**config.mk**
```make
export PLATFORM = sky130hd
export DESIGN_NAME = bwcs_core_switch
export DESIGN_NICKNAME = d
export VERILOG_FILES = /design/src/rtl/bwcs_pkg.sv /design/src/rtl/bwcs_delay_timer.sv /design/src/rtl/bwcs_win_codec.sv /design/src/rtl/bwcs_rsp_lane.sv /design/src/rtl/bwcs_core_switch.sv
export SDC_FILE = /design/constraint.sdc
export NUM_CORES = 1
export LEC_CHECK = 0
export ABC_AREA = 1
export BUFFER_PORTS_ARGS = -buffer_cell sky130_fd_sc_hd__buf_2
export CAP_MARGIN = 30
export CORE_ASPECT_RATIO = 0.7
export CORE_UTILIZATION = 50
export DETAILED_ROUTE_END_ITERATION = 8
export GPL_TIMING_DRIVEN = 0
export HOLD_SLACK_MARGIN = 0.1
export MAX_ROUTING_LAYER = met4
export PLACE_DENSITY = 0.86
export SYNTH_ARGS = -nofsm -noshare
export SYNTH_HDL_FRONTEND = slang
export SYNTH_SLANG_ARGS = --single-unit
```
**constraint.sdc**
```tcl
create_clock -name clk -period 2.9 [get_ports clk]
set_clock_uncertainty 0.15 [all_clocks]
set_input_delay 0 -clock clk [delete_from_list [all_inputs] [get_ports clk]]
set_output_delay 0 -clock clk [all_outputs]
set_load 0.005 [all_outputs]
```
**src/rtl/bwcs_pkg.sv**
```systemverilog
// Shared types and helpers for the backplane window core switcher.
// Assumes access widths are coded 0 = byte, 1 = half-word, 2 = word;
// code 3 is treated as a word.
package bwcs_pkg;

    typedef enum logic [1:0] {
        SZ_BYTE = 2'd0,
        SZ_HALF = 2'd1,
        SZ_WORD = 2'd2
    } acc_size_e;

    typedef enum logic [2:0] {
        ST_IDLE    = 3'd0,
        ST_WIN_WR  = 3'd1,
        ST_WIN_RD  = 3'd2,
        ST_WIN_CHK = 3'd3,
        ST_WAIT    = 3'd4,
        ST_ACCESS  = 3'd5,
        ST_RESP    = 3'd6
    } sw_state_e;

    // Lane mask for an access width code.
    function automatic logic [31:0] size_mask(input logic [1:0] sz);
        logic [31:0] m;
        case (sz)
            SZ_BYTE: m = 32'h0000_00FF;
            SZ_HALF: m = 32'h0000_FFFF;
            default: m = 32'hFFFF_FFFF;
        endcase
        return m;
    endfunction

endpackage

```
**src/rtl/bwcs_delay_timer.sv**
```systemverilog
// Retry delay timer: after a one-cycle start, done rises once
// DELAY_CYC cycles later and then the timer goes idle.
// Assumes DELAY_CYC >= 1 and start is not given while running.
module bwcs_delay_timer #(
    parameter int unsigned DELAY_CYC = 500
) (
    input  logic clk,
    input  logic rst_n,
    input  logic start,
    output logic done
);
    localparam int unsigned CW = (DELAY_CYC < 2) ? 1 : $clog2(DELAY_CYC);
    localparam logic [CW-1:0] LOAD = CW'(DELAY_CYC - 1);

    logic [CW-1:0] cnt;
    logic          running;

    // Load on start, count down while running, stop at zero.
    always_ff @(posedge clk) begin
        if (!rst_n) begin
            cnt     <= '0;
            running <= 1'b0;
        end else if (start) begin
            cnt     <= LOAD;
            running <= 1'b1;
        end else if (running) begin
            if (cnt == '0) running <= 1'b0;
            else           cnt     <= cnt - 1'b1;
        end
    end

    assign done = running && (cnt == '0);

    // the count never leaves its loaded range
    p_cnt_bound_r4: assert property (@(posedge clk) disable iff (!rst_n)
        running |-> (cnt <= LOAD));

    // a fresh start never reports done in the following cycle unless the delay is one
    p_no_early_done_r4: assert property (@(posedge clk) disable iff (!rst_n)
        (start && (DELAY_CYC > 1)) |=> !done);

endmodule

```
**src/rtl/bwcs_win_codec.sv**
```systemverilog
// Window value encoder and read-back matcher.
// The encoder forms base plus index times the power-of-two region size.
// The matcher accepts a read-back only if it is aligned, in range and
// equal to the wanted index. Purely combinational.
module bwcs_win_codec #(
    parameter int unsigned NUM_CORES    = 16,
    parameter int unsigned IDX_W        = 4,
    parameter int unsigned REGION_SHIFT = 12,
    parameter logic [31:0] ENUM_BASE    = 32'h1800_0000
) (
    input  logic [IDX_W-1:0] want_idx,
    input  logic [31:0]      rb_value,
    output logic [31:0]      win_value,
    output logic             match
);
    logic [31:0] diff;
    logic [31:0] idx_full;
    logic        aligned;
    logic        in_range;

    // Encode: base + (index << shift).
    always_comb begin
        win_value = ENUM_BASE + ({{(32-IDX_W){1'b0}}, want_idx} << REGION_SHIFT);
    end

    // Decode: subtract base, check alignment and range, compare index.
    always_comb begin
        diff     = rb_value - ENUM_BASE;
        aligned  = (diff[REGION_SHIFT-1:0] == '0);
        idx_full = diff >> REGION_SHIFT;
        in_range = (idx_full < 32'(NUM_CORES));
        match    = aligned && in_range && (idx_full[IDX_W-1:0] == want_idx);
    end

endmodule

```
**src/rtl/bwcs_rsp_lane.sv**
```systemverilog
// Response data shaper: masks read data to the access width, replaces
// it by all ones at that width on error, and returns zero for writes.
module bwcs_rsp_lane
    import bwcs_pkg::*;
(
    input  logic [1:0]  size,
    input  logic        is_err,
    input  logic        is_write,
    input  logic [31:0] raw,
    output logic [31:0] rdata
);
    logic [31:0] mask;

    // Select the response word for the finished access.
    always_comb begin
        mask = size_mask(size);
        if (is_write)    rdata = 32'h0;
        else if (is_err) rdata = mask;
        else             rdata = raw & mask;
    end

endmodule

```
**src/rtl/bwcs_core_switch.sv**
```systemverilog
// Backplane window core switcher (top).
// Accepts one host request at a time. If the target core is not the
// recorded mapped core, it programs the window, reads it back and
// retries after a timed delay, up to MAX_RETRY+2 attempts. It then
// performs the backplane access or returns an all-ones error result.
// Assumes win_rd_data is valid one cycle after win_rd_en, and that
// bp_ready completes a transfer held by bp_valid.
module bwcs_core_switch
    import bwcs_pkg::*;
#(
    parameter int unsigned NUM_CORES    = 16,
    parameter int unsigned REGION_SHIFT = 12,
    parameter logic [31:0] ENUM_BASE    = 32'h1800_0000,
    parameter int unsigned OFF_W        = 12,
    parameter int unsigned MAX_RETRY    = 2,
    parameter int unsigned CLK_MHZ      = 50,
    parameter int unsigned DELAY_US     = 10,
    localparam int unsigned IDX_W       = (NUM_CORES < 2) ? 1 : $clog2(NUM_CORES)
) (
    input  logic              clk,
    input  logic              rst_n,
    input  logic              bus_pwr_ok,
    input  logic              req_valid,
    output logic              req_ready,
    input  logic              req_write,
    input  logic [1:0]        req_size,
    input  logic [IDX_W-1:0]  req_core,
    input  logic [OFF_W-1:0]  req_offset,
    input  logic [31:0]       req_wdata,
    output logic              rsp_valid,
    output logic [31:0]       rsp_rdata,
    output logic              win_wr_en,
    output logic [31:0]       win_wr_data,
    output logic              win_rd_en,
    input  logic [31:0]       win_rd_data,
    output logic              bp_valid,
    output logic              bp_write,
    output logic [1:0]        bp_size,
    output logic [OFF_W-1:0]  bp_addr,
    output logic [31:0]       bp_wdata,
    input  logic              bp_ready,
    input  logic [31:0]       bp_rdata,
    output logic              err_pulse,
    output logic              err_sticky
);
    localparam int unsigned DELAY_CYC = CLK_MHZ * DELAY_US;
    localparam int unsigned ATT_W     = $clog2(MAX_RETRY + 3);
    localparam logic [ATT_W-1:0] ATT_LAST = ATT_W'(MAX_RETRY + 1);

    sw_state_e         state, state_d;
    logic              r_write;
    logic [1:0]        r_size;
    logic [IDX_W-1:0]  r_core;
    logic [OFF_W-1:0]  r_off;
    logic [31:0]       r_wdata;
    logic              map_valid;
    logic [IDX_W-1:0]  map_idx;
    logic [ATT_W-1:0]  attempts;
    logic              resp_err;
    logic [31:0]       raw_q;
    logic              rb_match;
    logic              timer_start;
    logic              timer_done;
    logic [31:0]       enc_value;
    logic              accept;
    logic              hit;
    logic              give_up;

    bwcs_win_codec #(
        .NUM_CORES   (NUM_CORES),
        .IDX_W       (IDX_W),
        .REGION_SHIFT(REGION_SHIFT),
        .ENUM_BASE   (ENUM_BASE)
    ) u_codec (
        .want_idx (r_core),
        .rb_value (win_rd_data),
        .win_value(enc_value),
        .match    (rb_match)
    );

    bwcs_delay_timer #(
        .DELAY_CYC(DELAY_CYC)
    ) u_timer (
        .clk  (clk),
        .rst_n(rst_n),
        .start(timer_start),
        .done (timer_done)
    );

    bwcs_rsp_lane u_lane (
        .size    (r_size),
        .is_err  (resp_err),
        .is_write(r_write),
        .raw     (raw_q),
        .rdata   (rsp_rdata)
    );

    // Request acceptance, mapping hit and give-up decisions.
    always_comb begin
        accept      = (state == ST_IDLE) && req_valid;
        hit         = map_valid && (map_idx == req_core);
        give_up     = (state == ST_WIN_CHK) && !rb_match && (attempts >= ATT_LAST);
        timer_start = (state == ST_WIN_CHK) && !rb_match && !give_up;
    end

    // Next-state selection for the switch sequence.
    always_comb begin
        state_d = state;
        case (state)
            ST_IDLE: begin
                if (req_valid) begin
                    if (!bus_pwr_ok) state_d = ST_RESP;
                    else if (hit)    state_d = ST_ACCESS;
                    else             state_d = ST_WIN_WR;
                end
            end
            ST_WIN_WR:  state_d = ST_WIN_RD;
            ST_WIN_RD:  state_d = ST_WIN_CHK;
            ST_WIN_CHK: begin
                if (rb_match)     state_d = ST_ACCESS;
                else if (give_up) state_d = ST_RESP;
                else              state_d = ST_WAIT;
            end
            ST_WAIT:    if (timer_done) state_d = ST_WIN_WR;
            ST_ACCESS:  if (bp_ready)   state_d = ST_RESP;
            ST_RESP:    state_d = ST_IDLE;
            default:    state_d = ST_IDLE;
        endcase
    end

    // State register.
    always_ff @(posedge clk) begin
        if (!rst_n) state <= ST_IDLE;
        else        state <= state_d;
    end

    // Latch the request fields at acceptance.
    always_ff @(posedge clk) begin
        if (!rst_n) begin
            r_write <= 1'b0;
            r_size  <= SZ_WORD;
            r_core  <= '0;
            r_off   <= '0;
            r_wdata <= '0;
        end else if (accept) begin
            r_write <= req_write;
            r_size  <= req_size;
            r_core  <= req_core;
            r_off   <= req_offset;
            r_wdata <= req_wdata;
        end
    end

    // Attempt counter: cleared per request, bumped per retry.
    always_ff @(posedge clk) begin
        if (!rst_n)           attempts <= '0;
        else if (accept)      attempts <= '0;
        else if (timer_start) attempts <= attempts + 1'b1;
    end

    // Mapped-core record: set on a confirmed switch, cleared on failure.
    always_ff @(posedge clk) begin
        if (!rst_n) begin
            map_valid <= 1'b0;
            map_idx   <= '0;
        end else if ((state == ST_WIN_CHK) && rb_match) begin
            map_valid <= 1'b1;
            map_idx   <= r_core;
        end else if (give_up) begin
            map_valid <= 1'b0;
        end
    end

    // Response error marker: power-down or failed switch.
    always_ff @(posedge clk) begin
        if (!rst_n)       resp_err <= 1'b0;
        else if (accept)  resp_err <= !bus_pwr_ok;
        else if (give_up) resp_err <= 1'b1;
    end

    // Capture backplane read data when the transfer completes.
    always_ff @(posedge clk) begin
        if (!rst_n)                                raw_q <= '0;
        else if ((state == ST_ACCESS) && bp_ready) raw_q <= bp_rdata;
    end

    // Error reporting: one-cycle pulse and a sticky flag.
    always_ff @(posedge clk) begin
        if (!rst_n) begin
            err_pulse  <= 1'b0;
            err_sticky <= 1'b0;
        end else begin
            err_pulse <= give_up;
            if (give_up) err_sticky <= 1'b1;
        end
    end

    // Output decode from the state.
    always_comb begin
        req_ready   = (state == ST_IDLE);
        rsp_valid   = (state == ST_RESP);
        win_wr_en   = (state == ST_WIN_WR);
        win_wr_data = enc_value;
        win_rd_en   = (state == ST_WIN_RD);
        bp_valid    = (state == ST_ACCESS);
        bp_write    = r_write;
        bp_size     = r_size;
        bp_addr     = r_off;
        bp_wdata    = r_wdata;
    end

    // every window write is followed by a read-back
    p_rdback_follows_r2: assert property (@(posedge clk) disable iff (!rst_n)
        win_wr_en |=> win_rd_en);

    // the window value always sits on a region boundary
    p_win_aligned_r2: assert property (@(posedge clk) disable iff (!rst_n)
        win_wr_en |-> ((win_wr_data - ENUM_BASE) & ((32'h1 << REGION_SHIFT) - 32'h1)) == 32'h0);

    // the attempt count never passes its limit
    p_attempt_bound_r5: assert property (@(posedge clk) disable iff (!rst_n)
        attempts <= ATT_LAST);

    // the error pulse coincides with the response and lasts one cycle
    p_err_with_rsp_r5: assert property (@(posedge clk) disable iff (!rst_n)
        err_pulse |-> (rsp_valid && err_sticky));

    // the sticky flag never clears outside reset
    p_sticky_hold_r5: assert property (@(posedge clk) disable iff (!rst_n)
        err_sticky |=> err_sticky);

    // a failed switch is never followed by a backplane transfer
    p_no_bp_after_fail_r7: assert property (@(posedge clk) disable iff (!rst_n)
        err_pulse |=> !bp_valid);

    // a pending backplane transfer holds its fields steady
    p_bp_hold_r9: assert property (@(posedge clk) disable iff (!rst_n)
        (bp_valid && !bp_ready) |=> (bp_valid && $stable(bp_addr) && $stable(bp_wdata)));

    // each response is a single cycle and returns to idle
    p_rsp_single_r10: assert property (@(posedge clk) disable iff (!rst_n)
        rsp_valid |=> (!rsp_valid && req_ready));

endmodule

```
==> results.sh <==
export IMPL_status="complete, no violations"
export IMPL_setup_worst_path_start="state[2]"
export IMPL_first_pass_iters=5
export IMPL_coreArea_um2=9216
export IMPL_synth_seq_cells=107
export IMPL_io_pins=238
export IMPL_cts_num_sinks=107
export IMPL_vias=6164
export IMPL_start_kind="flip-flop"
export IMPL_drc=0
export IMPL_yosys_warnings=0
export IMPL_place_hpwl_um=9770
export IMPL_slowest_stage="dlygate4sd3_1"
export IMPL_hold_viol=0
export IMPL_gp_congestion=0.8950
export IMPL_rrSetupSlack_ns=0.21
export IMPL_cts_htree_levels=3
export IMPL_start_util_pct=52.21
export IMPL_grt_pass1_vias=6036
export IMPL_holdPathStages=8
export IMPL_cp_data_required_time_ns=3.03
export IMPL_setup_viol=0
export IMPL_rsz0062_at_grt="false"
export IMPL_worst_slew_pin_slew_ns=0.7437
export IMPL_insertion_delay_ns=0.35
export IMPL_vias_per_cell=5.296
export IMPL_max_stage_delay_ns=0.61
export IMPL_synth_area_um2=4812
export IMPL_p_per_area_nw_per_um2=629.6
export IMPL_timing_critical_path_mode_cell="inv_2"
export IMPL_timing_slew_headroom_pct=50.09
export IMPL_post_cts_buffers=0
export IMPL_crit_chain="inv_2, nand3_2, inv_2, nand2_2, inv_2, buf_6, nand2_1, dlygate4sd3_1, a21oi_1, dlygate4sd3_1"
export IMPL_synth_xor_area_share_pct=0.9100
export IMPL_reg2reg_from="state[2]"
export IMPL_grt_ovfl_total=0
export IMPL_ir_worst_vdd_uv=548.4
export IMPL_min_period_over_period_pct=92.66
export IMPL_layout_drive_gt1_share_pct=27.69
export IMPL_dr_first_iter_drc_count=496
export IMPL_die_w_um=119.3
export IMPL_nets=1161
export IMPL_reg2reg_depth=10
export IMPL_worstReg2RegEnd="bp_wdata[23]"
export IMPL_fin_tns_setup_ns=0
export IMPL_cp_max_fo=10
export IMPL_root_buffer="clkbuf_16"
export IMPL_synth_area_mux_share_pct=0
export IMPL_yosys_top_cells_area="dfxtp_1, a21oi_1, nand2_1"
export IMPL_antenna_found_initial=0
export IMPL_netlist_top_cell_by_area="dfxtp_1"
export IMPL_synthSimpleGateAreaFrac_pct=19.89
export IMPL_crit_arrival_ns=2.82
export IMPL_critical_path_buf_inv_count=6
export IMPL_routed_wl_um=19060
export IMPL_cts_tree="built"
export IMPL_dieArea_um2=10030
export IMPL_path_delay_family="buffers and inverters"
export IMPL_grt_pass1_wl_um=29320
export IMPL_total_power_mw=4.815
export IMPL_cts_buffers=9
export IMPL_cp_depth=10
export IMPL_synth_async_reset_ratio_pct=0
export IMPL_hold_path_class="in -> reg"
export IMPL_synth_most_common_cell="nand2_1"
export IMPL_avgRoutedWirePerCell_um=16.38
export IMPL_antennaDiodeCount=0
export IMPL_ys_types=32
export IMPL_synth_avg_cell_area_um2=7.225
export IMPL_synth_adder_area_share_pct=1.300
export IMPL_criticalPathCategory="reg -> reg"
export IMPL_maxCapViolCount=0
export IMPL_die_h_um=84.08
export IMPL_synth_top_area_share_pct=44.51
export IMPL_io_buffers=208
export IMPL_areaGrowthSynthToFinish_pct=58.92
export IMPL_fin_crit_ns=2.687
export IMPL_synth_compound_area_share_pct=19.08
export IMPL_grt_util_all_layers_pct=38.65
export IMPL_num_rows=29
export IMPL_yosysSeqAreaShare_pct=44.51
export IMPL_clk_pin_slew_ns=0.07
export IMPL_grt_max_degree=18
export IMPL_fmax_ghz=0.3721
export IMPL_synth_edff_count=0
export IMPL_cts_buffer_depth=2
export IMPL_synth_top_family_by_area="simple AND/OR/NAND/NOR gates"
export IMPL_slew_violations=0
export IMPL_ant_nets=0
export IMPL_synth_flop_cell="dfxtp_1"
export IMPL_synthTopCellsByCount="nand2_1, a21oi_1, dfxtp_1"
export IMPL_fill_cells=542
export IMPL_post_synth_inst_count=666
export IMPL_leakage_nw=3.713
export IMPL_cp_end_kind="flip-flop"
export IMPL_crit_end="bp_wdata[23]"
## layout by cell type, fill, tap and decap left out, types with 2 or more instances in the layout
cell type,instances
buf_2,215
nand2_1,150
a21oi_1,131
dlygate4sd3_1,125
dfxtp_1,107
inv_1,68
o21ai_0,42
nor2_1,39
buf_4,34
conb_1,28
clkbuf_1,18
inv_2,9
nand3_1,9
clkbuf_16,9
nor3_1,8
nand2_2,5
xor2_1,5
ha_1,5
o21ai_1,4
nand4_1,4
a31oi_1,3
nand3_2,2
nor2_4,2
nand2_4,2
clkinv_2,2
## what timing repair did
action / CTS / global route
hold buffers: 125 / 0
endpoints found under the setup margin: 0 / 0
gates resized for setup: 0 / 0
endpoints found under the hold margin: 96 / 0
## flip-flops by register name, summed over array words and instances, names as in the netlist
register / flops
err_pulse: 1
map_idx: 4
bp_size: 2
map_valid: 1
bp_wdata: 32
bp_write: 1
err_sticky: 1
u_timer.running: 1
state: 3
raw_q: 32
resp_err: 1
bp_addr: 12
attempts: 3
r_core: 4
u_timer.cnt: 9
## stage by stage
stage,worst slack [ns],hold WS [ns],util (%),area (µm²),std cells
2_1_floorplan,1.375,-0.03678,-,4910,692
3_3_place_gp,1.230,0.1006,66.25,6106,1024
3_5_place_dp,1.233,0.1004,66.25,6106,1024
4_1_cts,0.4403,0.1218,82.98,7647,1164
5_1_grt,0.1370,0.1899,82.98,7647,1164
6_report,0.2127,0.1254,82.98,7647,1164
## logic make-up after synthesis
group           Yosys count
xor+xnor                  5
other cells               2
simple gates            225
flops                   107
compound gates          182
fa+ha+maj                 5
buf+inv                 140
## worst min-delay path: stages
cell and delay (ns):
buf_2 0.07, nor2_1 0.03, nand2_1 0.04, nor2_1 0.03, nand2_1 0.09, nor2_4 0.06, nand3_2 0.15, a21oi_1 0.09
## worst min-delay path by stage
stage | from | to | slack [ns]
floorplan | req_size[1] | bp_size[1] | -0.04
global placement | req_wdata[0] | bp_wdata[0] | 0.10
detailed placement | req_wdata[23] | bp_wdata[23] | 0.10
CTS | win_rd_data[0] | map_idx[0] | 0.12
global route | win_rd_data[4] | map_valid | 0.19
finish | win_rd_data[0] | map_idx[0] | 0.13
## power by group
group	switching [mW]	internal (mW)
combinational	1.03	0.768
clock	0.558	0.667
sequential	0.140	1.66
## routing by layer
layer,GRT usage (%),share of wire (%),vias to the layer above
li1,-,-,2815
met3,10.31,9.4,130
met5,-,0,-
met1,40.95,37,2783
met2,63.85,48,436
met4,25.32,5.8,0
## layout make-up
class / count / area [µm²] / area share [%]
repair buffers: 333 / 2292 / 29.97
flip-flops and latches: 107 / 2142 / 28.01
multi-input cells: 445 / 2087 / 27.29
plain buffers: 62 / 387.9 / 5.072
inverters: 78 / 292.8 / 3.829
clock buffers: 9 / 225.2 / 2.945
well taps: 124 / 155.1 / 2.029
clock inverters: 6 / 65.06 / 0.8508
(Power assumes the default switching activity.)
